File: src/rtl/cct_pkg.sv
package cct_pkg;
   typedef enum logic [1:0] {
      SRC_OFF  = 2'd0,
      SRC_TICK = 2'd1,
      SRC_PIN  = 2'd2,
      SRC_HOLD = 2'd3
   } src_e;

   typedef struct packed {
      logic       full_en;
      logic       lo_en;
      logic       xrst_en;
      src_e       src;
      logic [1:0] div;
   } ctrl_t;

   localparam int CTRL_W    = 7;
   localparam int ADR_CTRL  = 0;
   localparam int ADR_EDGE  = 1;
   localparam int ADR_CMP0  = 2;
   localparam int ADR_SETEN = 5;
   localparam int ADR_RTEN  = 6;
   localparam int ADR_PORT  = 7;
   localparam int ADR_FLAG  = 8;
   localparam int ADR_TIMER = 9;
   localparam int ADR_CAP0  = 10;
   localparam int NCMP      = 3;
endpackage

File: src/rtl/cct_prescaler.sv
module cct_prescaler
   import cct_pkg::*;
#(
   parameter int DIVW = 2
) (
   input  logic            clk,
   input  logic            rst_n,
   input  src_e            src,
   input  logic [DIVW-1:0] div,
   input  logic            clr,
   input  logic            tick12,
   input  logic            cnt_pin,
   output logic            step
);
   localparam int PRE_W = (1 << DIVW) - 1;

   logic [PRE_W-1:0] pre_q;
   logic [PRE_W-1:0] div_m1;
   logic             pin_q;
   logic             ev;

   always_comb begin
      div_m1 = '0;
      for (int b = 0; b < PRE_W; b++) begin
         if (b < int'(div)) div_m1[b] = 1'b1;
      end
   end

   always_comb begin
      case (src)
         SRC_TICK: ev = tick12;
         SRC_PIN:  ev = cnt_pin & ~pin_q;
         default:  ev = 1'b0;
      endcase
   end

   assign step = ev & ~clr & (pre_q == div_m1);

   always_ff @(posedge clk or negedge rst_n) begin
      if (!rst_n) begin
         pre_q <= '0;
         pin_q <= 1'b0;
      end else begin
         pin_q <= cnt_pin;
         if (clr)
            pre_q <= '0;
         else if (ev)
            pre_q <= (pre_q == div_m1) ? '0 : pre_q + 1'b1;
      end
   end

   // the division count never exceeds the selected factor
   p_pre_bound_r2: assert property (@(posedge clk) disable iff (!rst_n)
      pre_q <= div_m1);

   // a clear leaves the prescaler empty
   p_pre_clear_r4: assert property (@(posedge clk) disable iff (!rst_n)
      clr |=> pre_q == '0);
endmodule

File: src/rtl/cct_counter.sv
module cct_counter #(
   parameter int TW = 16
) (
   input  logic          clk,
   input  logic          rst_n,
   input  logic          clr,
   input  logic          step,
   output logic [TW-1:0] value,
   output logic          lo_wrap,
   output logic          full_wrap
);
   always_ff @(posedge clk or negedge rst_n) begin
      if (!rst_n)
         value <= '0;
      else if (clr)
         value <= '0;
      else if (step)
         value <= value + 1'b1;
   end

   assign lo_wrap   = step & (&value[7:0]);
   assign full_wrap = step & (&value);

   // a clear always lands on zero
   p_clear_zero_r6: assert property (@(posedge clk) disable iff (!rst_n)
      clr |=> value == '0);
endmodule

File: src/rtl/cct_capture.sv
module cct_capture #(
   parameter int TW = 16
) (
   input  logic          clk,
   input  logic          rst_n,
   input  logic          pin,
   input  logic [1:0]    edge_sel,
   input  logic [TW-1:0] timer,
   output logic          fire,
   output logic [TW-1:0] cap_q
);
   logic pin_q;
   logic rise;
   logic fall;

   assign rise = pin & ~pin_q;
   assign fall = ~pin & pin_q;
   assign fire = (rise & edge_sel[0]) | (fall & edge_sel[1]);

   always_ff @(posedge clk or negedge rst_n) begin
      if (!rst_n) begin
         pin_q <= 1'b0;
         cap_q <= '0;
      end else begin
         pin_q <= pin;
         if (fire) cap_q <= timer;
      end
   end

   p_cap_load_r7: assert property (@(posedge clk) disable iff (!rst_n)
      fire |=> cap_q == $past(timer));

   p_no_edge_r8: assert property (@(posedge clk) disable iff (!rst_n)
      (edge_sel == 2'b00) |=> $stable(cap_q));
endmodule

File: src/rtl/cct_port.sv
module cct_port #(
   parameter int PW   = 8,
   parameter int NSET = 6
) (
   input  logic            clk,
   input  logic            rst_n,
   input  logic            sw_we,
   input  logic [PW-1:0]   sw_data,
   input  logic            set_hit,
   input  logic            clr_hit,
   input  logic            tog_hit,
   input  logic [NSET-1:0] set_en,
   input  logic [PW-1:0]   rt_en,
   output logic [PW-1:0]   port_q
);
   for (genvar b = 0; b < PW; b++) begin : g_bit
      logic bit_q;
      assign port_q[b] = bit_q;

      if (b < NSET) begin : g_setclr
         always_ff @(posedge clk or negedge rst_n) begin
            if (!rst_n)
               bit_q <= 1'b0;
            else if (set_hit && set_en[b])
               bit_q <= 1'b1;
            else if (clr_hit && rt_en[b])
               bit_q <= 1'b0;
            else if (sw_we)
               bit_q <= sw_data[b];
         end

         p_set_r9: assert property (@(posedge clk) disable iff (!rst_n)
            (set_hit && set_en[b]) |=> bit_q);

         p_clr_r9: assert property (@(posedge clk) disable iff (!rst_n)
            (clr_hit && rt_en[b] && !(set_hit && set_en[b])) |=> !bit_q);
      end else begin : g_toggle
         always_ff @(posedge clk or negedge rst_n) begin
            if (!rst_n)
               bit_q <= 1'b0;
            else if (tog_hit && rt_en[b])
               bit_q <= ~bit_q;
            else if (sw_we)
               bit_q <= sw_data[b];
         end

         p_tog_r10: assert property (@(posedge clk) disable iff (!rst_n)
            (tog_hit && rt_en[b]) |=> bit_q != $past(bit_q));

         p_sw_r13: assert property (@(posedge clk) disable iff (!rst_n)
            (sw_we && !(tog_hit && rt_en[b])) |=> bit_q == $past(sw_data[b]));
      end
   end
endmodule

File: src/rtl/cc_timer.sv
module cc_timer
   import cct_pkg::*;
#(
   parameter int TW   = 16,
   parameter int NCAP = 4,
   parameter int PW   = 8,
   parameter int NSET = 6,
   parameter int AW   = 4
) (
   input  logic               clk,
   input  logic               rst_n,
   input  logic               tick12,
   input  logic               cnt_pin,
   input  logic               trst_pin,
   input  logic [NCAP-1:0]    cap_pin,
   input  logic               idle,
   input  logic               reg_we,
   input  logic [AW-1:0]      reg_addr,
   input  logic [TW-1:0]      reg_wdata,
   input  logic [AW-1:0]      rd_addr,
   output logic [TW-1:0]      rd_data,
   output logic [PW-1:0]      port_out,
   output logic [NCAP+3:0]    irq_flags
);
   localparam int FW      = NCAP + 4;
   localparam int FLG_CMP = NCAP;
   localparam int FLG_OVF = NCAP + 3;
   localparam int EW      = 2 * NCAP;

   if (TW < 9) begin : g_bad_tw
      $error("cc_timer: TW must cover a low byte plus at least one bit");
   end
   if (NSET < 1 || NSET >= PW) begin : g_bad_nset
      $error("cc_timer: NSET must leave at least one toggle bit");
   end
   if (EW > TW || PW > TW || CTRL_W > TW) begin : g_bad_ew
      $error("cc_timer: register fields must fit the data width");
   end
   if (ADR_CAP0 + NCAP > (1 << AW)) begin : g_bad_aw
      $error("cc_timer: address width too small for the capture channels");
   end

   ctrl_t           ctrl_q;
   ctrl_t           ctrl_new;
   logic [EW-1:0]   edge_q;
   logic [TW-1:0]   cmp_q [NCMP];
   logic [NSET-1:0] seten_q;
   logic [PW-1:0]   rten_q;
   logic [FW-1:0]   flag_q;
   logic [FW-1:0]   flag_set;
   logic [FW-1:0]   flag_clr;
   logic            trst_q;

   logic            we_ctrl, we_edge, we_seten, we_rten, we_port, we_flag;
   logic            cfg_change, trst_fire, tmr_clr, pre_clr;
   logic            step, lo_wrap, full_wrap, ovf_set;
   logic [TW-1:0]   timer;
   logic [TW-1:0]   nxt;
   logic [NCMP-1:0] cmp_hit;
   logic [NCAP-1:0] cap_fire;
   logic [TW-1:0]   cap_val [NCAP];

   assign we_ctrl  = reg_we && (reg_addr == AW'(ADR_CTRL));
   assign we_edge  = reg_we && (reg_addr == AW'(ADR_EDGE));
   assign we_seten = reg_we && (reg_addr == AW'(ADR_SETEN));
   assign we_rten  = reg_we && (reg_addr == AW'(ADR_RTEN));
   assign we_port  = reg_we && (reg_addr == AW'(ADR_PORT));
   assign we_flag  = reg_we && (reg_addr == AW'(ADR_FLAG));

   assign ctrl_new   = ctrl_t'(reg_wdata[CTRL_W-1:0]);
   assign cfg_change = we_ctrl && ((ctrl_new.div != ctrl_q.div) ||
                                   (ctrl_new.src != ctrl_q.src));
   assign trst_fire  = ctrl_q.xrst_en & trst_pin & ~trst_q;
   assign tmr_clr    = idle | trst_fire;
   assign pre_clr    = tmr_clr | cfg_change;

   cct_prescaler #(.DIVW(2)) u_pre (
      .clk     (clk),
      .rst_n   (rst_n),
      .src     (ctrl_q.src),
      .div     (ctrl_q.div),
      .clr     (pre_clr),
      .tick12  (tick12),
      .cnt_pin (cnt_pin),
      .step    (step)
   );

   cct_counter #(.TW(TW)) u_cnt (
      .clk       (clk),
      .rst_n     (rst_n),
      .clr       (tmr_clr),
      .step      (step),
      .value     (timer),
      .lo_wrap   (lo_wrap),
      .full_wrap (full_wrap)
   );

   assign nxt = timer + TW'(1);
   for (genvar k = 0; k < NCMP; k++) begin : g_cmp
      assign cmp_hit[k] = step && (nxt == cmp_q[k]);
   end

   for (genvar i = 0; i < NCAP; i++) begin : g_cap
      cct_capture #(.TW(TW)) u_cap (
         .clk      (clk),
         .rst_n    (rst_n),
         .pin      (cap_pin[i]),
         .edge_sel (edge_q[2*i +: 2]),
         .timer    (timer),
         .fire     (cap_fire[i]),
         .cap_q    (cap_val[i])
      );
   end

   cct_port #(.PW(PW), .NSET(NSET)) u_port (
      .clk     (clk),
      .rst_n   (rst_n),
      .sw_we   (we_port),
      .sw_data (reg_wdata[PW-1:0]),
      .set_hit (cmp_hit[0]),
      .clr_hit (cmp_hit[1]),
      .tog_hit (cmp_hit[2]),
      .set_en  (seten_q),
      .rt_en   (rten_q),
      .port_q  (port_out)
   );

   assign ovf_set  = (lo_wrap & ctrl_q.lo_en) | (full_wrap & ctrl_q.full_en);
   assign flag_set = {ovf_set, cmp_hit, cap_fire};
   assign flag_clr = we_flag ? reg_wdata[FW-1:0] : '0;

   always_ff @(posedge clk or negedge rst_n) begin
      if (!rst_n) begin
         ctrl_q  <= '0;
         edge_q  <= '0;
         seten_q <= '0;
         rten_q  <= '0;
         flag_q  <= '0;
         trst_q  <= 1'b0;
         for (int k = 0; k < NCMP; k++) cmp_q[k] <= '0;
      end else begin
         trst_q <= trst_pin;
         flag_q <= (flag_q & ~flag_clr) | flag_set;
         if (we_ctrl)  ctrl_q  <= ctrl_new;
         if (we_edge)  edge_q  <= reg_wdata[EW-1:0];
         if (we_seten) seten_q <= reg_wdata[NSET-1:0];
         if (we_rten)  rten_q  <= reg_wdata[PW-1:0];
         for (int k = 0; k < NCMP; k++) begin
            if (reg_we && (reg_addr == AW'(ADR_CMP0 + k))) cmp_q[k] <= reg_wdata;
         end
      end
   end

   assign irq_flags = flag_q;

   always_comb begin
      rd_data = '0;
      case (rd_addr)
         AW'(ADR_CTRL):  rd_data = TW'(ctrl_q);
         AW'(ADR_EDGE):  rd_data = TW'(edge_q);
         AW'(ADR_SETEN): rd_data = TW'(seten_q);
         AW'(ADR_RTEN):  rd_data = TW'(rten_q);
         AW'(ADR_PORT):  rd_data = TW'(port_out);
         AW'(ADR_FLAG):  rd_data = TW'(flag_q);
         AW'(ADR_TIMER): rd_data = timer;
         default: begin
            for (int k = 0; k < NCMP; k++) begin
               if (rd_addr == AW'(ADR_CMP0 + k)) rd_data = cmp_q[k];
            end
            for (int i = 0; i < NCAP; i++) begin
               if (rd_addr == AW'(ADR_CAP0 + i)) rd_data = cap_val[i];
            end
         end
      endcase
   end

   p_idle_hold_r6: assert property (@(posedge clk) disable iff (!rst_n)
      idle |=> timer == '0);

   p_xrst_r5: assert property (@(posedge clk) disable iff (!rst_n)
      trst_fire |=> timer == '0);

   p_nonload_r5: assert property (@(posedge clk) disable iff (!rst_n)
      (reg_we && reg_addr == AW'(ADR_TIMER) && !step && !tmr_clr) |=> $stable(timer));

   p_off_hold_r3: assert property (@(posedge clk) disable iff (!rst_n)
      ((ctrl_q.src == SRC_OFF || ctrl_q.src == SRC_HOLD) && !tmr_clr) |=> $stable(timer));

   p_ovf_flag_r11: assert property (@(posedge clk) disable iff (!rst_n)
      ovf_set |=> flag_q[FLG_OVF]);

   p_cmp_flag_r9: assert property (@(posedge clk) disable iff (!rst_n)
      cmp_hit[0] |=> flag_q[FLG_CMP]);

   p_flag_sticky_r12: assert property (@(posedge clk) disable iff (!rst_n)
      !we_flag |=> (flag_q & $past(flag_q)) == $past(flag_q));
endmodule

File: config.mk
export PLATFORM = sky130hd
export DESIGN_NAME = cc_timer
export DESIGN_NICKNAME = d
export VERILOG_FILES = /design/src/rtl/cct_pkg.sv /design/src/rtl/cct_prescaler.sv /design/src/rtl/cct_counter.sv /design/src/rtl/cct_capture.sv /design/src/rtl/cct_port.sv /design/src/rtl/cc_timer.sv
export SDC_FILE = /design/constraint.sdc
export NUM_CORES = 1
export LEC_CHECK = 0
export CAP_MARGIN = 20
export CORE_MARGIN = 5
export CORE_UTILIZATION = 54
export DETAILED_ROUTE_END_ITERATION = 8
export GPL_TIMING_DRIVEN = 0
export PLACE_DENSITY = 0.77
export SKIP_CTS_REPAIR_TIMING = 1
export SLEW_MARGIN = 20
export SYNTH_ARGS = -nofsm -noshare
export SYNTH_HDL_FRONTEND = slang
export SYNTH_SLANG_ARGS = --single-unit
File: constraint.sdc
create_clock -name clk -period 2.75 [get_ports clk]
set_input_delay 0.4125 -clock clk [delete_from_list [all_inputs] [get_ports clk]]
set_output_delay 0.4125 -clock clk [all_outputs]
set_load 0.01 [all_outputs]
==> metrics.md, run 1 <==
| Metric | Value |
|---|---|
| Reg2Reg Setup Slack | -0.27 ns |
| Synth cell count leaders | dfrtp_1 (182), mux2_2 (141), nand2_1 (62) |
| Ports | 67 |
| Total gr overflow | 0 |
| Clk_lat worst skew | 0.45 ns |
| Yosys top cell by area | dfrtp_1 |
| Htree depth | 4 |
| Total CTS buffers | 17 |
| Die footprint | 0.0215 mm^2 |
| Area contributors post-synth | dfrtp_1 (45%), mux2_2 (16%), a22oi_1 (3.4%), xnor2_1 (3.1%), nand2_1 (2.3%) |
| Share of the synthesized area in the top cell type | 45.2% |
| Syn Nets | 977 |
| Final worst slack | -0.268 ns |
| Crit-path slowest cell | or4_4 |
| Num rows | 50 |
| Max-slew violation count | 0 |
| Drt first pass iters | 6 |
| Clock Sinks | 182 |
| Die height | 147 um |
| Post-Layout Cell Count | 1294 |
| DP Wirelength | 22.1 mm |
| Pre-CTS setup slack | -1.29 ns |
| Hold crit path type | in -> reg |
| Rel. slew slack | 29.2% |
| Starting Density | 54.4% |
| Unrepaired setup endpoints after global routing | yes |
| CP endpoint | u_port.g_bit[6].bit_q |
| Die Width | 147 um |
| Synth Cell Area | 0.0101 mm^2 |
| Mapped Cells | 938 |
| Register area share after synthesis | 45.2% |
| Total wire length | 31.7 mm |
| Failing checks | negative setup slack |
| Clk slew on worst S/H paths | 0.08 ns |
| Detail Route Antenna Nets | 0 |
| Crit-path cells | buf_6 > nand4_1 > buf_6 > nor3_4 > mux2_4 > or4_4 > or4_4 > o41a_1 > mux2i_1 |
| Post-route minimum period | 3.02 ns |
| Port bufs | 58 |
| Diode count | 0 |
| Status | complete, but fails checks |
| Synth Register Bits | 182 |
| All-Layer GR Usage | 28.6% |
| # setup viols final | 4 |
| Routed vias/inst | 6.63 |
| Most frequent cell after synthesis | dfrtp_1 |
| Worst Reg-to-Reg Cells | 9 |
| Avg WL per Cell | 24.5 um |
| CP Launch Type | flip-flop |
| Final core utilization | 66.3% |
| CP Capture Type | flip-flop |
| Routability cong. | 0.992 |
| Crit path from | u_cnt.value[1] |
| Final worst-path cycle share | 110% |
| Critical path class | reg -> reg |
| LEAKAGE | 0.00534 uW |
| Post-synth EDFFs | 0 |
| Predominant post-synthesis flop cell | dfrtp_1 |
| Clk buf depth | 2 |
| Share of cells above drive strength 1 | 28.3% |
| CTS tree | built |
| R2R Path Start | u_cnt.value[1] |
| CTS root buf | clkbuf_16 |
| Fmax | 331 MHz |
| Worst Min Path Start | reg_wdata[6] |
| R2R Path End | u_port.g_bit[6].bit_q |
| Pwr dens | 627 mW/mm^2 |
| Asr flop ratio synth | 100% |
| DRC violations left | 0 |
| Crit Path Max Fanout | 6 |
| Initial DRC count | 1095 |
| Max Clock Skew | 0.0150 ns |
| Total negative slack | -0.652 ns |
| Pwr Total | 7700 uW |
| Vias | 8584 |
| Maxcap violations | 0 |
| Placed cells | 1231 |
| Area grow syn2layout | 22.0% |
| Worst-Margin Slew | 1.06 ns |
| Vias in the first global route | 8239 |
| Yosys warns | 0 |
| Max incr delay on CP | 0.60 ns |
| CP arrival | 3.39 ns |
| Worst vdd ir | 0.459 mV |
| Final Hold Violating Endpoints | 0 |
| Critical path required time | 3.12 ns |
| Core ar. | 0.0185 mm^2 |
| Syn_area_per_cell | 10.7 um^2 |
| First-pass GRT wire length | 47.7 mm |
| Fill count | 1380 |
| Pin count of the biggest net entering global routing | 101 |
| NumNets Final | 1086 |
| Yosys cell types | 67 |
| Initial antenna violation count | 0 |
==> sequential cells by signal, indices dropped and copies added, names as in the netlist <==
signal	count
u_port.g_bit.bit_q	8
u_pre.pre_q	3
cmp_q	48
u_cnt.value	16
g_cap.u_cap.cap_q	64
irq_flags	8
g_cap.u_cap.pin_q	4
edge_q	8
u_pre.pin_q	1
ctrl_q	7
trst_q	1
rten_q	8
seten_q	6
==> routing by layer <==
| metal | global-route usage (%) | vias to the layer above | wire [um] |
|---|---|---|---|
| li1 | - | 3680 | - |
| met1 | 39.6 | 4263 | 12600 |
| met2 | 43.4 | 532 | 14400 |
| met3 | 5.87 | 109 | 3270 |
| met4 | 13.6 | 0 | 1410 |
| met5 | 0 | - | 0 |
==> cell usage in the layout, fill, tap and decap left out, types with 5 or more instances in the layout <==
cell type	Yosys	final
a21o_1	5	5
a21oi_1	22	22
a221oi_1	5	5
a222oi_1	5	5
a22o_1	6	6
a22oi_1	46	45
a31oi_1	10	10
buf_2	7	6
buf_4	9	41
buf_6	0	10
clkbuf_1	51	26
clkbuf_16	0	17
clkbuf_2	0	11
clkbuf_4	0	7
clkdlybuf4s50_1	0	48
clkinvlp_4	0	5
dfrtp_1	182	177
dfrtp_2	0	5
dlymetal6s2s_1	0	7
inv_1	19	19
mux2_2	141	140
mux2i_1	16	12
nand2_1	62	60
nand2b_1	14	11
nand3_1	19	18
nand3b_1	12	12
nand4_1	21	21
nand4b_1	5	5
nor2_1	46	44
nor2b_1	10	10
nor3_1	17	12
nor3_4	1	5
o21ai_0	45	43
or3_1	14	13
xnor2_1	36	36
xnor3_1	7	7
xor2_1	18	18
==> how the worst min path moves through the flow <==
stage,depth (start not counted),slack [ns],to
floorplan,0,0.12,cmp_q[0]
global placement,1,0.49,g_cap[2].u_cap.cap_q[12]
detailed placement,1,0.46,u_pre.pre_q[0]
CTS,1,-0.009,u_pre.pre_q[0]
global route,3,0.40,rten_q[6]
finish,3,0.42,rten_q[6]
==> cells by family (layout without fill, tap and decap cells) <==
kind of cell	Yosys count	count (layout)	synth area share, %
AOI/OAI and AO/OA	185	185	12.6
xor gates and xnor gates	62	62	6.50
adders and majority gates	5	5	0.597
buffers and inverters	93	214	3.89
DFF	182	182	45.2
muxes	157	157	17.4
and+or+nand+nor	254	255	13.9
==> per-stage QoR <==
step / hold WS (ns) / cell area (um^2)
3_3_place_gp: 0.489 / 11000
2_1_floorplan: 0.117 / 10100
5_1_grt: 0.401 / 12300
4_1_cts: -0.00925 / 11600
3_5_place_dp: 0.456 / 11000
6_report: 0.415 / 12300
==> area by class of cell <==
| type | count | area (um^2) | area share, % |
|---|---|---|---|
| plain buffers | 72 | 458 | 3.73 |
| clock buffers | 18 | 439 | 3.58 |
| clock inverters | 14 | 200 | 1.63 |
| inverters | 19 | 71.3 | 0.581 |
| multi-input cells | 664 | 5390 | 43.9 |
| flip-flops and latches | 182 | 4560 | 37.1 |
| well taps | 234 | 293 | 2.38 |
| repair buffers | 91 | 867 | 7.06 |
==> critical path: cells and delay by family (launching register included) <==
kind | cells | cell delay, ns
and+or+nand+nor | 4 | 1.38
muxes | 2 | 0.45
AOI/OAI and AO/OA | 1 | 0.44
DFF | 1 | 0.37
buffers and inverters | 2 | 0.27
==> report_power, final <==
| part | internal [uW] | leakage (uW) | switching, uW |
|---|---|---|---|
| registers | 2990 | 0.00235 | 441 |
| clock network | 1550 | 0.000297 | 1130 |
| logic | 803 | 0.00269 | 785 |
| total | 5350 | 0.00534 | 2350 |
Power figures use the tool's default switching activity.
==> inputs of run 2 (changes only) <==
--- a/config.mk
+++ b/config.mk
@@ -11,6 +11,7 @@
 export DETAILED_ROUTE_END_ITERATION = 8
 export GPL_TIMING_DRIVEN = 0
 export PLACE_DENSITY = 0.77
+export SETUP_SLACK_MARGIN = 0.02
 export SKIP_CTS_REPAIR_TIMING = 1
 export SLEW_MARGIN = 20
 export SYNTH_ARGS = -nofsm -noshare
==> run 2 against run 1 <==
  * The flow still finishes with violations (negative setup slack)
  * Core utilization is 0.14 points higher
  * Sequential power about the same
  * Clock skew is 0.0032 ns lower
  * Register-to-register slack hardly changed
  * Global-route usage unchanged
  * Routed wire length grew 0.59%
  * Maximum frequency up 0.18%
==> metrics.md, run 2 (same netlist as run 1, synthesis figures left out) <==
| Metric | Value |
|---|---|
| Status | complete, but fails checks |
| Failing checks | negative setup slack |
| Detail Route Antenna Nets | 0 (unchanged) |
| LEAKAGE | 0.00535 uW (+0.22%) |
| NumNets Final | 1088 (+0.18%) |
| Rel. slew slack | 30.6% (+1.5 points) |
| Routed vias/inst | 6.67 (+0.58%) |
| Net Sw Frac | 30.6% (about the same) |
| Pwr dens | 626 mW/mm^2 (-0.18%) |
| DP Wirelength | 22.1 mm (unchanged) |
| Final worst slack | -0.263 ns (+0.00543 ns) |
| Worst vdd ir | 0.464 mV (+1.1%) |
| Vias | 8647 (+0.73%) |
| Die height | 147 um (unchanged) |
| NetSw | 2350 uW (about the same) |
| Placed cells | 1231 (unchanged) |
| CTS root buf | clkbuf_16 |
| Htree depth | 4 (unchanged) |
| Maxcap violations | 0 (unchanged) |
| # setup viols final | 3 (-1) |
| Fill count | 1376 (-0.29%) |
| Max incr delay on CP | 0.60 ns (about the same) |
| Pwr Total | 7700 uW (about the same) |
| Crit-path cells | buf_6 > nand4_1 > buf_6 > nor3_4 > mux2_4 > or4_4 > or4_4 > o41a_1 > mux2i_1 |
| Pre-CTS setup slack | -1.29 ns (unchanged) |
| CP Launch Type | flip-flop |
| Total wire length | 31.9 mm (+0.59%) |
| Core ar. | 0.0185 mm^2 (unchanged) |
| CP Capture Type | flip-flop |
| Commonest cells after routing, fill and taps aside | dfrtp_1 (177), mux2_2 (140), nand2_1 (60) |
| Share of cells above drive strength 1 | 28.6% (+0.32 points) |
| Post-Layout Cell Count | 1296 (+0.15%) |
| Max-slew violation count | 0 (unchanged) |
| Clock share of power | 34.8% (about the same) |
| Pin count of the biggest net entering global routing | 101 (unchanged) |
| Initial DRC count | 1085 (-0.91%) |
| Crit Path Max Fanout | 6 (unchanged) |
| Worst Min Path Start | reg_wdata[6] |
| Post-route minimum period | 3.01 ns (-0.00543 ns) |
| Worst-Margin Slew | 1.04 ns (-0.0221 ns) |
| Drt first pass iters | 6 (unchanged) |
| Starting Density | 54.4% (unchanged) |
| Total CTS buffers | 17 (unchanged) |
| CTS tree | built |
| Largest register by flop count | g_cap.u_cap.cap_q |
| Die footprint | 0.0215 mm^2 (unchanged) |
| First-pass GRT wire length | 47.7 mm (unchanged) |
| Port bufs | 58 (unchanged) |
| CP arrival | 3.38 ns (about the same) |
| Unrepaired setup endpoints after global routing | yes |
| Max Clock Skew | 0.0119 ns (-0.00316 ns) |
| Max reg flops | 64 (unchanged) |
| Commonest non-fill, non-tap cell in the layout | dfrtp_1 |
| Hold crit path type | in -> reg |
| Clk slew on worst S/H paths | 0.08 ns (about the same) |
| Crit-path slowest cell | or4_4 |
| All-Layer GR Usage | 28.6% (unchanged) |
| Critical path required time | 3.12 ns (about the same) |
| Largest registers | g_cap.u_cap.cap_q: 64 flops, cmp_q: 48 flops, u_cnt.value: 16 flops |
| Initial antenna violation count | 0 (unchanged) |
| Crit path from | u_cnt.value[1] |
| Logic pwr share | 20.6% (about the same) |
| Clock Sinks | 182 (unchanged) |
| DRC violations left | 0 (unchanged) |
| Critical path class | reg -> reg |
| Final Hold Violating Endpoints | 0 (unchanged) |
| Vias in the first global route | 8239 (unchanged) |
| Num rows | 50 (unchanged) |
| R2R Path Start | u_cnt.value[1] |
| Routability cong. | 0.992 (unchanged) |
| Clk_lat worst skew | 0.45 ns (about the same) |
| Avg WL per Cell | 24.6 um (+0.43%) |
| Fmax | 332 MHz (+0.18%) |
| Die Width | 147 um (unchanged) |
| Diode count | 0 (unchanged) |
| Hold_ws | 0.409 ns (-0.00616 ns) |
| Internal | 5350 uW (about the same) |
| Seq pwr share | 44.5% (about the same) |
| Final worst-path cycle share | 110% (-0.20 points) |
| Area grow syn2layout | 22.2% |
| Total gr overflow | 0 (unchanged) |
| Clk buf depth | 2 (unchanged) |
| Ports | 67 (unchanged) |
[run 2: area by class of cell]
| type | instances | area, um^2 | area share [%] |
|---|---|---|---|
| repair buffers | 93 | 882 | 7.17 |
| clock buffers | 18 | 439 | 3.57 |
| clock inverters | 14 | 200 | 1.63 |
| flip-flops and latches | 182 | 4560 | 37.1 |
| well taps | 234 | 293 | 2.38 |
| multi-input cells | 664 | 5400 | 43.8 |
| plain buffers | 72 | 464 | 3.77 |
| inverters | 19 | 71.3 | 0.580 |
[run 2: per-stage QoR]
stage	setup TNS (ns)	cell area [um^2]	utilization, %
floorplan	-0.182	10100	-
global placement	-1179.26	11000	59.2
detailed placement	-34.76	11000	59.4
CTS	-21.15	11600	62.9
global route	-0.988	12300	66.5
finish	-0.631	12300	66.5
[run 2: power by group through the flow]
stage	registers [uW]	logic (uW)	clock network, uW
6_report	3430	1590	2680
4_1_cts	3390	1490	2680
3_5_place_dp	3440	1470	0
5_1_grt	3450	1700	2810
3_3_place_gp	3430	1430	0
2_1_floorplan	3260	990	0
[run 2: path summary, 6_finish.rpt]
| path | to | slack (ns) | depth (start not counted) |
|---|---|---|---|
| min | rten_q[6] | 0.41 | 3 |
| min reg2reg | g_cap[0].u_cap.cap_q[9] | 0.51 | 1 |
| min in group asynchronous | ctrl_q[3] | 0.53 | 2 |
| max | u_port.g_bit[6].bit_q | -0.26 | 9 |
| max in group asynchronous | g_cap[0].u_cap.cap_q[0] | 1.21 | 3 |
| max reg2reg | u_port.g_bit[6].bit_q | -0.26 | 9 |
[run 2: critical path: cells and delay by family (launching register included)]
kind / cells / cell delay, ns
AND/OR/NAND/NOR: 4 / 1.38
buffers and inverters: 2 / 0.27
AO/OA/AOI/OAI: 1 / 0.44
multiplexers: 2 / 0.46
flip-flops: 1 / 0.37
[run 2: per-layer routing]
layer / track usage, % / wire length (um)
met1: 39.6 / 12800
met2: 43.4 / 14500
met3: 5.87 / 3100
met4: 13.6 / 1490
met5: 0 / 0
